File: config.mk
export PLATFORM = sky130hd
export DESIGN_NAME = wbuf_order_top
export DESIGN_NICKNAME = d
export VERILOG_FILES = /design/src/rtl/wbuf_pkg.sv /design/src/rtl/wbuf_pick.sv /design/src/rtl/wbuf_fwd.sv /design/src/rtl/wbuf_order_top.sv
export SDC_FILE = /design/constraint.sdc
export NUM_CORES = 2
export LEC_CHECK = 0
export BUFFER_PORTS_ARGS = -buffer_cell sky130_fd_sc_hd__buf_4
export CORE_UTILIZATION = 60
export CTS_BUF_LIST = sky130_fd_sc_hd__clkbuf_8
export CTS_CLUSTER_DIAMETER = 40
export DETAILED_ROUTE_END_ITERATION = 10
export PLACE_DENSITY = 0.77
export RECOVER_POWER = 25
export SKIP_LAST_GASP = 1
export SLEW_MARGIN = 5
export SYNTH_ARGS = -nofsm -noshare
export SYNTH_HDL_FRONTEND = slang
export SYNTH_SLANG_ARGS = --single-unit
File: constraint.sdc
create_clock -name clk -period 10.2 [get_ports clk]
set_clock_uncertainty 0.1 [all_clocks]
set_input_delay 0.51 -clock clk [delete_from_list [all_inputs] [get_ports clk]]
set_output_delay 0.51 -clock clk [all_outputs]
set_load 0.01 [all_outputs]
File: src/rtl/wbuf_pkg.sv
package wbuf_pkg;

    typedef enum logic {
        ORD_TOTAL   = 1'b0,
        ORD_PARTIAL = 1'b1
    } ord_mode_e;

    localparam int WB_AW_DEF    = 16;
    localparam int WB_DW_DEF    = 32;
    localparam int WB_DEPTH_DEF = 8;
    localparam int WB_NBANK_DEF = 4;

endpackage

File: src/rtl/wbuf_pick.sv
module wbuf_pick
    import wbuf_pkg::*;
#(
    parameter int DEPTH = 8,
    parameter int NBANK = 4,
    localparam int CW = $clog2(DEPTH + 1),
    localparam int IW = $clog2(DEPTH),
    localparam int BW = $clog2(NBANK)
) (
    input  ord_mode_e        mode,
    input  logic [BW-1:0]    ent_bank [DEPTH],
    input  logic [CW-1:0]    count,
    input  logic [NBANK-1:0] bank_busy,
    output logic             pick_ok,
    output logic [IW-1:0]    pick_idx
);

    logic [DEPTH-1:0] eligible;

    for (genvar g = 0; g < DEPTH; g++) begin : g_elig
        assign eligible[g] = (CW'(g) < count) && !bank_busy[ent_bank[g]];
    end

    always_comb begin
        pick_ok  = 1'b0;
        pick_idx = '0;
        if (mode == ORD_TOTAL) begin
            pick_ok = eligible[0];
        end else begin
            for (int i = DEPTH - 1; i >= 0; i--) begin
                if (eligible[i]) begin
                    pick_ok  = 1'b1;
                    pick_idx = IW'(i);
                end
            end
        end
    end

endmodule

File: src/rtl/wbuf_fwd.sv
module wbuf_fwd #(
    parameter int AW = 16,
    parameter int DW = 32,
    parameter int DEPTH = 8,
    localparam int CW = $clog2(DEPTH + 1)
) (
    input  logic [AW-1:0] ent_addr [DEPTH],
    input  logic [DW-1:0] ent_data [DEPTH],
    input  logic [CW-1:0] count,
    input  logic          out_v,
    input  logic [AW-1:0] out_a,
    input  logic [DW-1:0] out_d,
    input  logic [AW-1:0] ld_addr,
    output logic          hit,
    output logic [DW-1:0] hit_data
);

    always_comb begin
        hit      = 1'b0;
        hit_data = '0;
        if (out_v && out_a == ld_addr) begin
            hit      = 1'b1;
            hit_data = out_d;
        end
        for (int i = 0; i < DEPTH; i++) begin
            if (CW'(i) < count && ent_addr[i] == ld_addr) begin
                hit      = 1'b1;
                hit_data = ent_data[i];
            end
        end
    end

endmodule

File: src/rtl/wbuf_order_top.sv
module wbuf_order_top
    import wbuf_pkg::*;
#(
    parameter int AW    = WB_AW_DEF,
    parameter int DW    = WB_DW_DEF,
    parameter int DEPTH = WB_DEPTH_DEF,
    parameter int NBANK = WB_NBANK_DEF
) (
    input  logic             clk,
    input  logic             rst,
    input  logic             mode_pso,
    input  logic             st_valid,
    output logic             st_ready,
    input  logic [AW-1:0]    st_addr,
    input  logic [DW-1:0]    st_data,
    input  logic             ld_valid,
    output logic             ld_ready,
    input  logic [AW-1:0]    ld_addr,
    output logic [DW-1:0]    ld_rdata,
    output logic             mr_en,
    output logic [AW-1:0]    mr_addr,
    input  logic [DW-1:0]    mr_rdata,
    input  logic             fence_req,
    output logic             fence_done,
    output logic             mw_valid,
    output logic [AW-1:0]    mw_addr,
    output logic [DW-1:0]    mw_data,
    input  logic             mw_ack,
    input  logic [NBANK-1:0] bank_busy
);

    localparam int CW = $clog2(DEPTH + 1);
    localparam int IW = $clog2(DEPTH);
    localparam int BW = $clog2(NBANK);

    logic [AW-1:0] ent_addr [DEPTH];
    logic [DW-1:0] ent_data [DEPTH];
    logic [AW-1:0] nxt_addr [DEPTH];
    logic [DW-1:0] nxt_data [DEPTH];
    logic [BW-1:0] ent_bank [DEPTH];
    logic [CW-1:0] count;
    logic [CW-1:0] base;

    logic          out_v;
    logic [AW-1:0] out_a;
    logic [DW-1:0] out_d;

    ord_mode_e     mode;
    logic          pick_ok;
    logic [IW-1:0] pick_idx;
    logic          fwd_hit;
    logic [DW-1:0] fwd_data;
    logic          push;
    logic          pop;

    assign mode = ord_mode_e'(mode_pso);

    for (genvar g = 0; g < DEPTH; g++) begin : g_bank
        assign ent_bank[g] = ent_addr[g][BW-1:0];
    end

    wbuf_pick #(.DEPTH(DEPTH), .NBANK(NBANK)) pick_i (
        .mode      (mode),
        .ent_bank  (ent_bank),
        .count     (count),
        .bank_busy (bank_busy),
        .pick_ok   (pick_ok),
        .pick_idx  (pick_idx)
    );

    wbuf_fwd #(.AW(AW), .DW(DW), .DEPTH(DEPTH)) fwd_i (
        .ent_addr (ent_addr),
        .ent_data (ent_data),
        .count    (count),
        .out_v    (out_v),
        .out_a    (out_a),
        .out_d    (out_d),
        .ld_addr  (ld_addr),
        .hit      (fwd_hit),
        .hit_data (fwd_data)
    );

    // processor side
    assign st_ready   = (count < CW'(DEPTH)) && !fence_req;
    assign ld_ready   = !fence_req;
    assign push       = st_valid && st_ready;
    assign mr_en      = ld_valid && ld_ready && !fwd_hit;
    assign mr_addr    = ld_addr;
    assign ld_rdata   = fwd_hit ? fwd_data : mr_rdata;
    assign fence_done = fence_req && (count == '0) && !out_v;

    // memory write side
    assign pop      = pick_ok && (!out_v || mw_ack);
    assign mw_valid = out_v;
    assign mw_addr  = out_a;
    assign mw_data  = out_d;

    // compacting queue: entry 0 is oldest
    always_comb begin
        nxt_addr = ent_addr;
        nxt_data = ent_data;
        base     = count - CW'(pop);
        for (int i = 0; i < DEPTH - 1; i++) begin
            if (pop && i >= int'(pick_idx)) begin
                nxt_addr[i] = ent_addr[i+1];
                nxt_data[i] = ent_data[i+1];
            end
        end
        if (push) begin
            nxt_addr[IW'(base)] = st_addr;
            nxt_data[IW'(base)] = st_data;
        end
    end

    always_ff @(posedge clk) begin
        ent_addr <= nxt_addr;
        ent_data <= nxt_data;
        if (rst) begin
            count <= '0;
            out_v <= 1'b0;
            out_a <= '0;
            out_d <= '0;
        end else begin
            count <= count + CW'(push) - CW'(pop);
            if (pop) begin
                out_v <= 1'b1;
                out_a <= ent_addr[pick_idx];
                out_d <= ent_data[pick_idx];
            end else if (mw_ack) begin
                out_v <= 1'b0;
            end
        end
    end

endmodule

; ---- Word-level counts from Yosys, hierarchy flattened
; Cells that the tools add are included.
[word_totals]
ff_bits = 437
in_bits = 107
out_inout_bits = 101
elab_cells = 190
[op_classes]
add_sub_neg = 3
magnitude_cmp = 27
n_eq_ne = 9
muxes = 83
bitwise = 2
n_reduce_logical = 46
[ops]
columns = cell, n
row1 = 2-to-1 mux 32 bit, 20
row2 = bitwise mux 256 bit, 1
row3 = 2-to-1 mux 256 bit, 1
row4 = 2-to-1 mux 16 bit, 10
row5 = equality test 16 bit, 9
row6 = bitwise mux 128 bit, 1
row7 = 2-to-1 mux 128 bit, 1
row8 = binary-select mux 32 bit (select 3 bit), 1
row9 = demux 32 bit (select 3 bit), 1
row10 = binary-select mux 16 bit (select 3 bit), 1
row11 = demux 16 bit (select 3 bit), 1
row12 = logical AND 1 bit, 32
row13 = 2-to-1 mux 1 bit, 28
row14 = 2-to-1 mux 3 bit, 9
row15 = < comparator 2 x 3 -> 1 bit (second input constant), 8
row16 = binary-select mux 1 bit (select 2 bit), 8
row17 = < comparator 3 x 4 -> 1 bit (first input constant), 4
row18 = logical NOT 1 bit, 11
row19 = greater-or-equal comparator 3 bit (first input constant), 3
row20 = greater-or-equal comparator 4 bit (second input constant), 2
row21 = < comparator 1 x 4 -> 1 bit (first input constant), 2
row22 = < comparator 2 x 4 -> 1 bit (first input constant), 2
row23 = NOT 3 -> 4 bit, 2
row24 = greater-or-equal comparator 1 x 3 -> 1 bit (first input constant), 2
row25 = other kinds (9), 10

; ---- Longest topological paths before layout
[logic_depth]
ltp_word = 22
ltp_mapped = 16

; ---- Hierarchy
; A second synthesis with hierarchy kept.
[hier_totals]
hier_cells = 2804
area_unflattened_um2 = 25006.5
[by_module_without_submodules]
columns = module, n_inst, cells_per_inst, area_per_inst_um2, seq_area_each_um2
row1 = wbuf_order_top, 1, 2071, 20079.3, 9228.9
row2 = wbuf_fwd, 1, 683, 4491.8, 0.0
row3 = wbuf_pick, 1, 50, 435.4, 0.0

; ---- Worst setup path before layout
; OpenSTA, ideal clock, no wires.
[synth_path]
path_kind = register to register
startpoint = reg count[3]
endpoint = reg with a tool-made name
setup_ps = 573
arrival_ps = 7308
required_time_ps = 9527
path_slack_ps = 2220
stages_incl_launch_ff = 12
cell_sequence = dfxtp_1 inv_1 ha_1 clkbuf_1 nor3b_1 nor2_1 o31ai_1 inv_1 ha_1 ha_1 clkbuf_1 nor4_1
[synth_rtl]
columns = item, line_no
row1 = start: declaration, wbuf_order_top.sv:41  ; logic [CW-1:0] count;
row2 = start signal: assignment, wbuf_order_top.sv:124  ; count <= count + CW'(push) - CW'(pop);

; ---- Worst setup path after layout
[layout_path]
startpoint = reg count[3]
endpoint = out ld_rdata[30]
[layout_via]
elab_chain_len = 11
elab_cells_between_ends = 33
classes_between = order compare: 8 / mux: 17 / reduce/logical: 8
[layout_rtl]
columns = item, line_no
row1 = < comparator 1 x 4 -> 1 bit, wbuf_fwd.sv:26  ; if (CW'(i) < count && ent_addr[i] == ld_addr) begin
row2 = logical AND 1 bit, wbuf_fwd.sv:26
row3 = 2-to-1 mux 32 bit or 2-to-1 mux 1 bit (tied branches) (8 in a row), wbuf_fwd.sv:26
row4 = 2-to-1 mux 32 bit (*), wbuf_order_top.sv:89  ; assign ld_rdata = fwd_hit ? fwd_data : mr_rdata;
row5 = end: declaration, wbuf_order_top.sv:19  ; output logic [DW-1:0] ld_rdata,
; Mark *: on every way between the ends. The rest lies on a longest branch, timed or not.

==> impl_metrics.py <==
metrics = {
    "placed_design": {
        "port_buffers": 207,
        "place_area_um2": 26300,
        "place.gp.congestion": 1.07,
        "hpwl_um": 55000,
        "dp_slack_ns": 4.94,
    },
    "die": {
        "core_area_um2": 40200,
        "dieArea_um2": 42000,
        "dieHeight_um": 205,
        "start_util_pct": 61.4,
        "fp.dieW_um": 205,
        "ios": 208,
        "rows": 73,
    },
    "sta": {
        "rsz0062_at_grt": "no",
        "post-route-period-util_pct": 59.1,
        "maxSlewHeadroom_pct": -33.6,
        "drv_slew": 45,
        "finalHoldViolations": 0,
        "final.min_clock_period_ns": 6.03,
        "tightest_slew_ns": 2.00,
        "max_freq_mhz": 166,
        "setup_slack_ns": 4.17,
        "setup_viol": 0,
        "fin_setup_tns_ns": 0,
    },
    "clock_network": {
        "clk_pin_slew_ns": 0.06,
        "clk_latency_ns": 0.68,
        "clockRootBuffer": "clkbuf_8",
        "htreeDepth": 3,
        "cts_setup_buffers": 0,
        "cts_made_buffers": 80,
        "cts_max_path_buffers": 3,
        "cts_tree": "yes",
        "cts.repair.resized": 0,
        "clock-sinks": 437,
        "cts_hold_buf": 43,
    },
    "run_status": {
        "violations": "max-capacitance violations, max-slew violations",
        "status": "finished with violations",
    },
    "routing": {
        "viasPerCell": 6.64,
        "drt_wl_total_um": 90900,
        "avgRoutedWirePerCell_um": 24.1,
        "drtAntennaViolNets": 0,
        "drtIter0Drc": 3351,
        "drcViolationCount": 0,
        "firstDrtPassIters": 9,
        "vias": 25000,
    },
    "yosys": {
        "synthCells": 3071,
        "ys_seq_elements": 437,
        "synth_nets": 3187,
        "syn_area_um2": 24700,
        "ys.flop_type": "dfxtp_1",
        "synth-edff-count": 48,
        "syn_avg_cell_area_um2": 8.04,
        "ys_types": 62,
        "seq_area_frac_synth_pct": 37.4,
        "async_reset_ff_share_pct": 0,
        "yosys_warnings": 0,
    },
    "hold_path": {
        "worstHoldPathType": "input port to flop",
        "hold_depth": 3,
    },
    "setup_path": {
        "start_kind": "flop",
        "end_kind": "primary output",
        "crit_chain": "inv_1, ha_1, nor3b_1, nor2_1, and2_1, buf_4, nor2_1, or4b_2, o211ai_1, a21o_1, buf_4",
        "criticalPathCategory": "flop to primary output",
        "ff2ff_path_depth": 11,
        "cp_max_fo": 34,
        "arrival_ns": 5.42,
        "required_ns": 9.59,
        "crit_path_max_incr_delay_ns": 1.09,
        "cp_slowest_cell": "or4b_2",
    },
    "pwr": {
        "cellPowerDensity_nw_per_um2": 369,
        "ir_drop_uv": 354,
        "p_leak_nw": 11.2,
    },
    "job": {
        "drv_cap": 1,
    },
    "global_routing": {
        "grt_pass1_vias": 23600,
        "met2_usage_pct": 64.9,
        "top_usage_layer": "met2",
        "track_usage_pct": 42.4,
        "met1_usage_pct": 54.8,
        "antenna_found_initial": 1,
        "grt_pass1_wl_um": 137000,
        "grt-ovfl-total": 0,
        "grt_util_met3_pct": 9.90,
        "grt_max_degree": 71,
    },
    "cells_and_area": {
        "drive_above_1_share_pct": 9.69,
        "fin_util_pct": 69.3,
        "stdcell_area_um2": 27900,
        "syn2layout_area_growth_pct": 12.9,
        "nNetsFinal": 3297,
    },
}
==> final timing paths <==
path,start,to,slack [ns]
min,mode_pso,mw_valid,0.14
min reg2reg,ent_data[126],ent_data[126],0.39
max reg2reg,count[3],ent_data[191],4.31
max,count[3],ld_rdata[30],4.17
==> cell usage in the layout, fill, tap and decap left out, drive strengths merged, types with 4 or more instances in the layout <==
cell / synthesis / layout
nand2: 561 / 561
dfxtp: 389 / 389
a21oi: 319 / 319
mux2i: 318 / 318
nor2: 297 / 297
clkbuf: 193 / 213
o21ai: 194 / 194
buf: 76 / 135
inv: 47 / 78
xnor2: 74 / 74
xor2: 74 / 74
o22a: 64 / 64
a31oi: 53 / 53
edfxtp: 48 / 48
dlygate4sd3: 0 / 43
nand3: 43 / 43
a221oi: 35 / 35
o211ai: 32 / 32
a211oi: 31 / 31
a221o: 31 / 31
o22ai: 31 / 31
nor4: 21 / 21
nand4: 18 / 18
a22oi: 15 / 15
a222oi: 14 / 14
nor3: 13 / 13
clkinv: 0 / 9
mux4: 8 / 8
ha: 8 / 8
nand2b: 8 / 8
nor3b: 6 / 6
clkinvlp: 0 / 6
nor2b: 5 / 5
or3: 5 / 5
and3: 4 / 4
o31ai: 4 / 4
==> Yosys cell counts, types with 53 or more instances <==
| master | n | area [µm²] |
|---|---|---|
| o21ai_1 | 71 | 355 |
| xnor2_1 | 74 | 648 |
| o22a_1 | 64 | 561 |
| nand2_1 | 561 | 2110 |
| o21ai_0 | 123 | 616 |
| a21oi_1 | 289 | 1450 |
| xor2_1 | 74 | 648 |
| a31oi_1 | 53 | 332 |
| clkbuf_1 | 193 | 724 |
| nor2_1 | 297 | 1110 |
| mux2i_1 | 318 | 3180 |
| dfxtp_1 | 389 | 7790 |
==> power breakdown <==
group	internal (mW)	total, mW	leakage (nW)	switching, mW
Combinational	2.01	5.25	6.58	3.24
Sequential	2.54	3.34	3.69	0.796
Clock	0.917	1.71	0.921	0.790
==> critical path, delay by kind of cell (launching register included) <==
kind	cells	cell delay, ns
AOI/OAI and AO/OA	2	0.56
DFF	1	0.35
adders and majority gates	1	0.67
buffers and inverters	3	0.63
and+or+nand+nor	5	2.50
==> through the flow <==
stage	hold WS, ns	cells	power (mW)
2_1_floorplan	0.351	3071	6.83
3_3_place_gp	0.361	3581	8.24
3_5_place_dp	0.373	3581	8.44
4_1_cts	0.000456	3767	10.1
5_1_grt	0.159	3768	10.7
6_report	0.136	3768	10.3
==> per-layer routing <==
layer / share of wire (%) / wire, µm / vias up
met4: 5.9 / 5340 / 0
met1: 38 / 34500 / 11600
met3: 13 / 11900 / 445
met5: 0 / 0 / -
met2: 43 / 39300 / 1907
li1: - / - / 11100
==> layout make-up <==
cell class / count / area (µm²)
clock inverters: 49 / 312
diodes: 1 / 2.50
multi-input cells: 2318 / 14300
clock buffers: 94 / 1290
repair buffers: 297 / 1890
fillers: 3369 / 12300
flip-flops and latches: 437 / 9230
well taps: 525 / 657
inverters: 47 / 176
==> cell families (layout without fill, tap and decap cells) <==
logic type                 Yosys count  in the layout  synth area share [%]
AOI/OAI and AO/OA                  842            842                  21.5
xor gates and xnor gates           148            148                  5.25
adders and majority gates            9              9                 0.487
buffers and inverters              316            487                  5.41
DFF                                437            437                  37.4
muxes                              326            326                  13.6
other                                0              1                     0
and+or+nand+nor                    993            993                  16.3
Note: power is estimated with default switching activity, not from simulation.
